`src/rtl/hbp_pkg.sv`:
```
package hbp_pkg;

    // Predication policy: cheap regions always, dearer ones below a rate bound.
    function automatic logic cost_allows(input int unsigned cost,
                                         input int unsigned rate,
                                         input int unsigned thr_c2,
                                         input int unsigned thr_c3);
        logic ok;
        if (cost <= 1)       ok = 1'b1;
        else if (cost == 2)  ok = (rate < thr_c2);
        else if (cost == 3)  ok = (rate < thr_c3);
        else                 ok = 1'b0;
        return ok;
    endfunction

    // Ceiling of max * pct / 100.
    function automatic int unsigned pct_ceil(input int unsigned max_v,
                                             input int unsigned pct);
        return (max_v * pct + 99) / 100;
    endfunction

endpackage

```
`src/rtl/hbp_entry_next.sv`:
```
module hbp_entry_next #(
    parameter int ADDR_W = 32,
    parameter int TAG_W  = 27,
    parameter int RATE_W = 4,
    parameter int COST_W = 3,
    parameter int CYC_W  = 8
) (
    input  logic              sel,
    input  logic              old_valid,
    input  logic [TAG_W-1:0]  old_tag,
    input  logic              old_hist,
    input  logic [RATE_W-1:0] old_rate,
    input  logic [COST_W-1:0] old_cost,
    input  logic              old_tv,
    input  logic [ADDR_W-1:0] old_tgt,
    input  logic [TAG_W-1:0]  res_tag,
    input  logic              res_taken,
    input  logic [ADDR_W-1:0] res_target,
    input  logic              res_measured,
    input  logic [CYC_W-1:0]  res_cycles,
    output logic              new_valid,
    output logic [TAG_W-1:0]  new_tag,
    output logic              new_hist,
    output logic [RATE_W-1:0] new_rate,
    output logic [COST_W-1:0] new_cost,
    output logic              new_tv,
    output logic [ADDR_W-1:0] new_tgt
);
    localparam int RATE_MAX = (1 << RATE_W) - 1;
    localparam int RATE_MID = RATE_MAX / 2;
    localparam int COST_MAX = (1 << COST_W) - 1;

    logic              hit;
    logic [COST_W-1:0] clipped_d;

    always_comb begin
        hit = old_valid && (old_tag == res_tag);
        if (32'(res_cycles) > COST_MAX) clipped_d = COST_W'(COST_MAX);
        else                            clipped_d = res_cycles[COST_W-1:0];

        new_valid = old_valid;
        new_tag   = old_tag;
        new_hist  = old_hist;
        new_rate  = old_rate;
        new_cost  = old_cost;
        new_tv    = old_tv;
        new_tgt   = old_tgt;
        if (sel) begin
            new_valid = 1'b1;
            new_tag   = res_tag;
            new_hist  = res_taken;
            if (!hit) begin
                new_rate = res_taken ? RATE_W'(RATE_MID + 1) : RATE_W'(RATE_MID);
                new_cost = res_measured ? clipped_d : '0;
                new_tv   = res_taken;
                new_tgt  = res_taken ? res_target : '0;
            end else begin
                if (res_taken && old_rate != RATE_W'(RATE_MAX))
                    new_rate = old_rate + 1'b1;
                else if (!res_taken && old_rate != '0)
                    new_rate = old_rate - 1'b1;
                if (res_measured) new_cost = clipped_d;
                if (res_taken) begin
                    new_tv  = 1'b1;
                    new_tgt = res_target;
                end
            end
        end
    end
endmodule

```
`src/rtl/hbp_decide.sv`:
```
module hbp_decide
    import hbp_pkg::*;
#(
    parameter int ADDR_W = 32,
    parameter int DISP_W = 16,
    parameter int RATE_W = 4,
    parameter int COST_W = 3
) (
    input  logic [ADDR_W-1:0] lk_pc,
    input  logic [DISP_W-1:0] lk_disp,
    input  logic              hit,
    input  logic              ent_hist,
    input  logic [RATE_W-1:0] ent_rate,
    input  logic [COST_W-1:0] ent_cost,
    input  logic              ent_tv,
    input  logic [ADDR_W-1:0] ent_tgt,
    output logic              pred_taken,
    output logic              pred_en,
    output logic              tgt_valid,
    output logic [ADDR_W-1:0] pred_target
);
    localparam int unsigned RATE_MAX = (1 << RATE_W) - 1;
    localparam int unsigned THR_C2   = pct_ceil(RATE_MAX, 90);
    localparam int unsigned THR_C3   = pct_ceil(RATE_MAX, 70);

    logic              backward;
    logic              static_taken;
    logic [ADDR_W-1:0] disp_ext;

    always_comb begin
        backward     = lk_disp[DISP_W-1];
        static_taken = backward ^ lk_disp[0];
        disp_ext     = {{(ADDR_W-DISP_W){lk_disp[DISP_W-1]}}, lk_disp};
        disp_ext[0]  = 1'b0;

        if (hit) begin
            pred_taken = ent_hist;
            pred_en    = !backward &&
                         cost_allows(32'(ent_cost), 32'(ent_rate), THR_C2, THR_C3);
        end else begin
            pred_taken = static_taken;
            pred_en    = !backward && !static_taken;
        end
        tgt_valid   = hit && ent_tv;
        pred_target = tgt_valid ? ent_tgt : (lk_pc + disp_ext);
    end
endmodule

```
`src/rtl/hint_branch_predictor.sv`:
```
module hint_branch_predictor #(
    parameter int ADDR_W = 32,
    parameter int DISP_W = 16,
    parameter int IDX_W  = 4,
    parameter int RATE_W = 4,
    parameter int COST_W = 3,
    parameter int CYC_W  = 8
) (
    input  logic              clk,
    input  logic              rst_n,
    input  logic [ADDR_W-1:0] lk_pc,
    input  logic [DISP_W-1:0] lk_disp,
    input  logic              res_valid,
    input  logic [ADDR_W-1:0] res_pc,
    input  logic              res_taken,
    input  logic [ADDR_W-1:0] res_target,
    input  logic              res_measured,
    input  logic [CYC_W-1:0]  res_cycles,
    output logic              pred_taken,
    output logic              pred_en,
    output logic              tgt_valid,
    output logic [ADDR_W-1:0] pred_target
);
    localparam int ENTRIES = 1 << IDX_W;
    localparam int TAG_W   = ADDR_W - IDX_W - 1;

    typedef struct packed {
        logic [ENTRIES-1:0]             valid;
        logic [ENTRIES-1:0][TAG_W-1:0]  tag;
        logic [ENTRIES-1:0]             hist;
        logic [ENTRIES-1:0][RATE_W-1:0] rate;
        logic [ENTRIES-1:0][COST_W-1:0] cost;
        logic [ENTRIES-1:0]             tv;
        logic [ENTRIES-1:0][ADDR_W-1:0] tgt;
    } table_t;

    table_t state_d, state_q;

    logic [IDX_W-1:0] lk_idx, res_idx;
    logic [TAG_W-1:0] lk_tag, res_tag;
    logic             lk_hit;

    always_comb begin
        lk_idx  = lk_pc[IDX_W:1];
        lk_tag  = lk_pc[ADDR_W-1:IDX_W+1];
        res_idx = res_pc[IDX_W:1];
        res_tag = res_pc[ADDR_W-1:IDX_W+1];
        lk_hit  = state_q.valid[lk_idx] && (state_q.tag[lk_idx] == lk_tag);
    end

    for (genvar e = 0; e < ENTRIES; e++) begin : g_entry
        hbp_entry_next #(
            .ADDR_W(ADDR_W), .TAG_W(TAG_W), .RATE_W(RATE_W),
            .COST_W(COST_W), .CYC_W(CYC_W)
        ) next_i (
            .sel         (res_valid && (res_idx == IDX_W'(e))),
            .old_valid   (state_q.valid[e]),
            .old_tag     (state_q.tag[e]),
            .old_hist    (state_q.hist[e]),
            .old_rate    (state_q.rate[e]),
            .old_cost    (state_q.cost[e]),
            .old_tv      (state_q.tv[e]),
            .old_tgt     (state_q.tgt[e]),
            .res_tag     (res_tag),
            .res_taken   (res_taken),
            .res_target  (res_target),
            .res_measured(res_measured),
            .res_cycles  (res_cycles),
            .new_valid   (state_d.valid[e]),
            .new_tag     (state_d.tag[e]),
            .new_hist    (state_d.hist[e]),
            .new_rate    (state_d.rate[e]),
            .new_cost    (state_d.cost[e]),
            .new_tv      (state_d.tv[e]),
            .new_tgt     (state_d.tgt[e])
        );
    end

    always_ff @(posedge clk) begin
        if (!rst_n) state_q <= '0;
        else        state_q <= state_d;
    end

    hbp_decide #(
        .ADDR_W(ADDR_W), .DISP_W(DISP_W), .RATE_W(RATE_W), .COST_W(COST_W)
    ) decide_i (
        .lk_pc      (lk_pc),
        .lk_disp    (lk_disp),
        .hit        (lk_hit),
        .ent_hist   (state_q.hist[lk_idx]),
        .ent_rate   (state_q.rate[lk_idx]),
        .ent_cost   (state_q.cost[lk_idx]),
        .ent_tv     (state_q.tv[lk_idx]),
        .ent_tgt    (state_q.tgt[lk_idx]),
        .pred_taken (pred_taken),
        .pred_en    (pred_en),
        .tgt_valid  (tgt_valid),
        .pred_target(pred_target)
    );

    // a resolve leaves its line valid with its tag
    a_r3_alloc: assert property (@(posedge clk) disable iff (!rst_n)
        res_valid |=> (state_q.valid[$past(res_idx)] &&
                       state_q.tag[$past(res_idx)] == $past(res_tag)));

    // without a resolve strobe the table holds still
    a_r8_hold: assert property (@(posedge clk) disable iff (!rst_n)
        !res_valid |=> $stable(state_q));

    // a clipped cost is never predicated
    a_r6_clip_never: assert property (@(posedge clk) disable iff (!rst_n)
        (lk_hit && 32'(state_q.cost[lk_idx]) > 3) |-> !pred_en);

    // backward branches are never predicated
    a_r6_back_never: assert property (@(posedge clk) disable iff (!rst_n)
        lk_disp[DISP_W-1] |-> !pred_en);

    // table empty in the first cycle after reset
    a_r9_empty: assert property (@(posedge clk) disable iff (!rst_n)
        $rose(rst_n) |-> (state_q.valid == '0));

    // a cached target requires a hit
    a_r7_tv_hit: assert property (@(posedge clk) disable iff (!rst_n)
        tgt_valid |-> lk_hit);
endmodule

```
`config.mk`:
```
export PLATFORM = sky130hd
export DESIGN_NAME = hint_branch_predictor
export DESIGN_NICKNAME = d
export VERILOG_FILES = /design/src/rtl/hbp_pkg.sv /design/src/rtl/hbp_entry_next.sv /design/src/rtl/hbp_decide.sv /design/src/rtl/hint_branch_predictor.sv
export SDC_FILE = /design/constraint.sdc
export NUM_CORES = 2
export LEC_CHECK = 0
export BUFFER_PORTS_ARGS = -buffer_cell sky130_fd_sc_hd__buf_2
export CORE_UTILIZATION = 55
export DETAILED_ROUTE_END_ITERATION = 8
export PLACE_DENSITY = 0.72
export SLEW_MARGIN = 20
export SYNTH_ARGS = -nofsm -noshare
export SYNTH_HDL_FRONTEND = slang
export SYNTH_SLANG_ARGS = --single-unit
```
`constraint.sdc`:
```
create_clock -name clk -period 11.2 [get_ports clk]
set_input_delay 2.8 -clock clk [delete_from_list [all_inputs] [get_ports clk]]
set_output_delay 2.8 -clock clk [all_outputs]
set_load 0.01 [all_outputs]
```
### Yosys cells after proc, flatten, opt, wreduce, memory -nomap -nowiden

Cells that the tools add are included.

| storage, ports and cells | value |
|---|---|
| flip-flop bits (word level) | 1104 |
| input bits | 125 |
| output and inout bits | 35 |
| word-level logic and storage cells | 509 |

| cells by class | value |
|---|---|
| add/subtract/negate cells | 33 |
| magnitude comparators | 5 |
| equal/unequal tests | 98 |
| mux-type cells | 124 |
| bitwise gates (word level) | 1 |
| reductions and logical operators | 136 |

Operator list:

| kind | count |
|---|---|
| two-way mux 32 bit | 20 |
| == test 27 bit | 17 |
| two-way mux 4 bit | 50 |
| binary-select mux 32 bit (select 4 bit) | 1 |
| binary-select mux 27 bit (select 4 bit) | 1 |
| AND reduction 2 bit | 48 |
| logical AND 1 bit | 68 |
| adder 4 x 1 -> 4 bit (second input constant) | 16 |
| inequality test 2 bit (second input constant) | 32 |
| inequality test 4 bit (second input constant) | 16 |
| nonzero test 4 bit | 16 |
| subtractor 4 x 1 -> 4 bit (second input constant) | 16 |
| two-way mux 3 bit | 20 |
| inequality test 3 bit (second input constant) | 16 |
| adder 32 bit | 1 |
| == test 4 bit (second input constant) | 8 |
| two-way mux 27 bit | 1 |
| two-way mux 1 bit | 26 |
| binary-select mux 4 bit (select 4 bit) | 1 |
| == test 4 x 3 -> 1 bit (second input constant) | 4 |
| binary-select mux 1 bit (select 4 bit) | 3 |
| binary-select mux 3 bit (select 4 bit) | 1 |
| == test 4 x 2 -> 1 bit (second input constant) | 2 |
| > comparator 8 x 3 -> 1 bit (second input constant) | 1 |
| 8 further kinds | 12 |

### Logic depth before layout (Yosys ltp)

| logic depth | value |
|---|---|
| depth in word-level cells | 9 |
| depth in mapped cells | 16 |
| depth with buffers taken out | 11 |

### Cells and area by module

Synthesis repeated with hierarchy kept, for this count alone.

| unflattened totals | value |
|---|---|
| cells, all modules | 6153 |
| area, all modules | 64336.7 um^2 |

By module, submodules not included:

| module | instances | cells each | area an instance (um^2) | seq. area each (um^2) |
|---|---|---|---|---|
| hint_branch_predictor | 1 | 2964 | 38847.3 | 22101.2 |
| hbp_entry_next at g_entry[15].next_i ... | 9 | 181 | 1482.7 | 0.0 |
| hbp_entry_next at g_entry[0].next_i ... | 6 | 178 | 1457.6 | 0.0 |
| hbp_decide | 1 | 316 | 1981.9 | 0.0 |
| hbp_entry_next at g_entry[9].next_i | 1 | 176 | 1417.6 | 0.0 |

### Worst setup path before layout

No wires, ideal clock.

| timing path | value |
|---|---|
| path kind | input port to output port |
| start point | input port lk_pc[2] |
| end point | output port pred_target[19] |
| arrival time | 5781 ps |
| data required time | 8400 ps |
| setup slack | 2619 ps |
| cell stages on the path | 14 |
| path buffers | 4 |
| path through | buf_2 buf_4 inv_2 buf_1 clkbuf_1 fa_1 nand2b_1 a21oi_1 o2111ai_1 a21o_1 a31oi_1 mux2i_1 o211ai_1 mux2_4 |

| on the way | value |
|---|---|
| word-level cells in the longest chain between the ends | 6 |
| elaborated cells on any way between the ends | 13 |
| those cells by class | add/sub: 1; eq/ne: 1; mux: 9; reduce/logical: 2 |

Ends and longest elaborated chain:

| what | line | RTL |
|---|---|---|
| start, declared | hint_branch_predictor.sv:11 | `input logic [ADDR_W-1:0] lk_pc,` |
| binary-select mux 27 bit (select 4 bit) | hint_branch_predictor.sv:48 | `lk_hit = state_q.valid[lk_idx] && (state_q.tag[lk_idx] == lk_tag);` |
| two-way mux 27 bit (not written as such) | hint_branch_predictor.sv:48 |  |
| == test 27 bit | hint_branch_predictor.sv:48 |  |
| logical AND 1 bit | hint_branch_predictor.sv:48 |  |
| logical AND 1 bit | hbp_decide.sv:44 | `tgt_valid = hit && ent_tv;` |
| two-way mux 32 bit * | hbp_decide.sv:45 | `pred_target = tgt_valid ? ent_tgt : (lk_pc + disp_ext);` |
| end, declared | hint_branch_predictor.sv:22 | `output logic [ADDR_W-1:0] pred_target` |

Mark *: on every way between the ends. The rest lies on a longest branch, timed or not. The select of a mux whose other input is x is not followed.

### Worst setup path in the final report

| timing path | value |
|---|---|
| start point | input port lk_pc[1] |
| end point | output port pred_target[30] |

Same word-level chain as after synthesis.

==> qor.yml <==
period_minus_slack_ns: 10.06
globalRouteTotalUtil_pct: 36.6
top_register: "state_q"
postLayoutSetupSlackWorst_ns: 1.14
floorplan.die.width_um: 329
count_of_synthesis_stage_warnings_from_yosys: 0
finalWirelength_um: 203000
clock_latency_ns: 0.75
dp_hpwl_um: 126000
cts_hold_buf: 0
finalClockSkew_ns: 0.0766
grt_pass1_vias: 46200
row_count: 119
synthDistinctLibCells: 86
clock.fmax_mhz: 99.4
net-switching-power_w: 0.00232
final.hold.worst_slack_ns: 0.466
hp-start: "state_q[647]"
critical_path.startpoint: "lk_pc[1]"
grt_setup_unrepaired: "no"
maxSlewHeadroom_pct: 19.1
max-vdd-ir-drop_mv: 0.136
power_per_cell_area_nw_per_um2: 140
combPwrFrac_pct: 10.7
number_of_cells_produced_by_synthesis: 6295
internal_power_w: 0.00661
finalHoldViolCount: 0
synth_async_sr_flop_share_pct: 0
crit_required_ns: 8.40
power_frac_clock_pct: 44.5
antenna_found_initial: 14
drcViolationCount: 3
sequentialPowerShare_pct: 44.8
netlist_top_cells_area: "dfxtp_1 (38%), mux4_2 (10%), a22oi_1 (7.4%)"
syn-num-nets: 6499
post_cts_resized: 0
fraction_of_layout_instances_using_a_drive_strength_above_1_pct: 13.2
share_of_synthesized_area_occupied_by_flip_flops_and_latches_pct: 37.6
initial_utilization_pct: 55.7
cts_setup_buffers: 0
power.share.switching_pct: 26.0
detailroute.via_count: 48800
numPortBuffers: 158
timing.critical_path.from_type: "input port"
post-synth-top-area-fraction_pct: 37.6
cts.sinks: 1104
cts.clk_slew.worst_paths_ns: 0.06
cp_cell_sequence: "buf_8 -> buf_4 -> mux4_1 -> mux4_2 -> xor2_1 -> nor4_2 -> nand3_1 -> nor4_4 -> buf_12 -> mux2_4 -> buf_2"
critical-path-slowest-cell: "mux4_1"
largest_register_ff_count: 1104
violations: "design-rule violations"
die_h_um: 329
synth_top_cell_by_area: "dfxtp_1"
ys.flop_type: "dfxtp_1"
critPathArrivalTime_ns: 7.26
routed_wire_length_per_instance_um: 27.0
dieArea_sq_um: 108000
io-pin-count: 160
number_of_drc_markers_after_the_initial_detailed_route_iteration: 5937
fin_crit_sh_pct: 89.8
via_per_inst: 6.48
cellLeakagePower_nw: 21.4
global_route.overflow_total: 0
timing.setup.critical_path_class: "input port to output pin"
run_status: "complete, but fails checks"
timing.final.max_slew_violations: 0
num-fill-cells: 8841
most-common-layout-cells: "dfxtp_1 (1,104), nand2_1 (1,020), nor2b_1 (593)"
mostFrequentLayoutCell: "dfxtp_1"
area_of_the_placeable_core_sq_um: 106000
synth-seq-cells: 1104
grt_start_max_net_pins: 295
clock_tree_from_tritoncts: "built"
cp_slowest_stage_delay_ns: 0.63
synth_area_sq_um: 58800
master_cell_of_the_clock_root_buffer: "clkbuf_16"
wire_length_of_the_first_global_routing_pass_um: 298000
avg_cell_area_syn_sq_um: 9.33
placement.setup.worst_slack_ns: 1.26
worst_pin_slew_ns: 1.21
synth_enable_flop_cells: 0
clockBufferDepth: 3
setup-tns-final_ns: 0
cts_inserted_buffers: 112
worst_setup_path_end_kind: "output pin"
drtAntennaViolNets: 0
r2r_start: "state_q[1062]"
drt_pre_antenna_iters: 9
timing.max_cap.violations: 0
reg.largest.list: "state_q x1104"
min-delay-path-class: "register to register"
globalplace.congestion: 0.958
final-setup-viol-count: 0
finish.net_count: 6259
layout-area-overhead-vs-synth_pct: 8.70
htree_levels: 3
path_max_fanout: 74
synthesized netlist by cell type, drive strengths merged, types with 16 or more instances:
cell type	instances
nand2b	16
o22ai	20
mux4	280
nand2	1021
dfxtp	1104
a21oi	107
clkbuf	484
ha	62
fa	17
buf	133
a211oi	32
mux2i	58
nand4	105
xor2	228
a22oi	577
and2	43
nor2b	593
a21o	38
nand3	24
inv	38
mux2	41
o21a	34
nor4	73
nor2	112
xnor2	290
o21ai	131
a21boi	468
nor3	27
cells by family (layout without fill, tap and decap cells):
| logic type | Yosys count | after routing | synth area share (%) |
|---|---|---|---|
| AO/OA/AOI/OAI | 1497 | 1497 | 18.2 |
| XOR/XNOR | 518 | 518 | 7.72 |
| adder cells (fa/ha/maj) | 79 | 79 | 1.90 |
| buffers and inverters | 655 | 505 | 4.58 |
| flip-flops | 1104 | 1104 | 37.6 |
| multiplexers | 379 | 379 | 12.8 |
| other | 0 | 1 | 0 |
| AND/OR/NAND/NOR | 2063 | 2063 | 17.2 |
worst max-delay path, delay by kind of cell:
family                    cells  cell delay [ns]
xor gates and xnor gates      1             0.16
buffers and inverters         4             1.37
muxes                         3             1.47
and+or+nand+nor               3             1.31
cell type report:
class / count / area, sq um / share of cell area [%]
Clock buffer: 154 / 3240 / 5.08
Multi-Input combinational cell: 4536 / 34300 / 53.6
Timing Repair Buffer: 263 / 1720 / 2.69
Antenna cell: 1 / 2.50 / 0.00392
Clock inverter: 50 / 654 / 1.02
Tap cell: 1391 / 1740 / 2.72
Inverter: 38 / 148 / 0.231
Sequential cell: 1104 / 22100 / 34.6
metrics by stage:
stage	utilization, %	power, W	cell area (sq um)	instances
CTS	60.5	0.00892	63900	7536
global route	60.5	0.00915	63900	7537
finish	60.5	0.00893	63900	7537
global placement	56.8	0.00501	60000	7332
floorplan	-	0.00472	58800	6295
detailed placement	56.8	0.00502	60000	7332
worst paths after layout:
check	depth (start not counted)	endpoint	slack, ns
setup / recovery	11	pred_target[30]	1.14
hold / removal	2	state_q[647]	0.47
setup reg to reg	8	state_q[492]	7.09
hold reg to reg	2	state_q[647]	0.47
power by group through the flow:
stage                     Clock [W]  Sequential, W  Combinational, W
after floorplan                   0        0.00408          0.000645
after global placement            0        0.00409          0.000923
after detailed placement          0        0.00409          0.000927
after CTS                   0.00398        0.00401          0.000932
after global routing        0.00415        0.00401          0.000997
final                       0.00397        0.00401          0.000954
per-layer routing:
metal  vias up  GRT usage (%)  wire length, um
met5         -              0              121
met4        18           21.0            12500
met3       626           7.72            21000
met2      2616           56.4            90400
met1     23800           47.6            79200
li1      21800              -                -
Note: power is estimated with default switching activity, not from simulation.
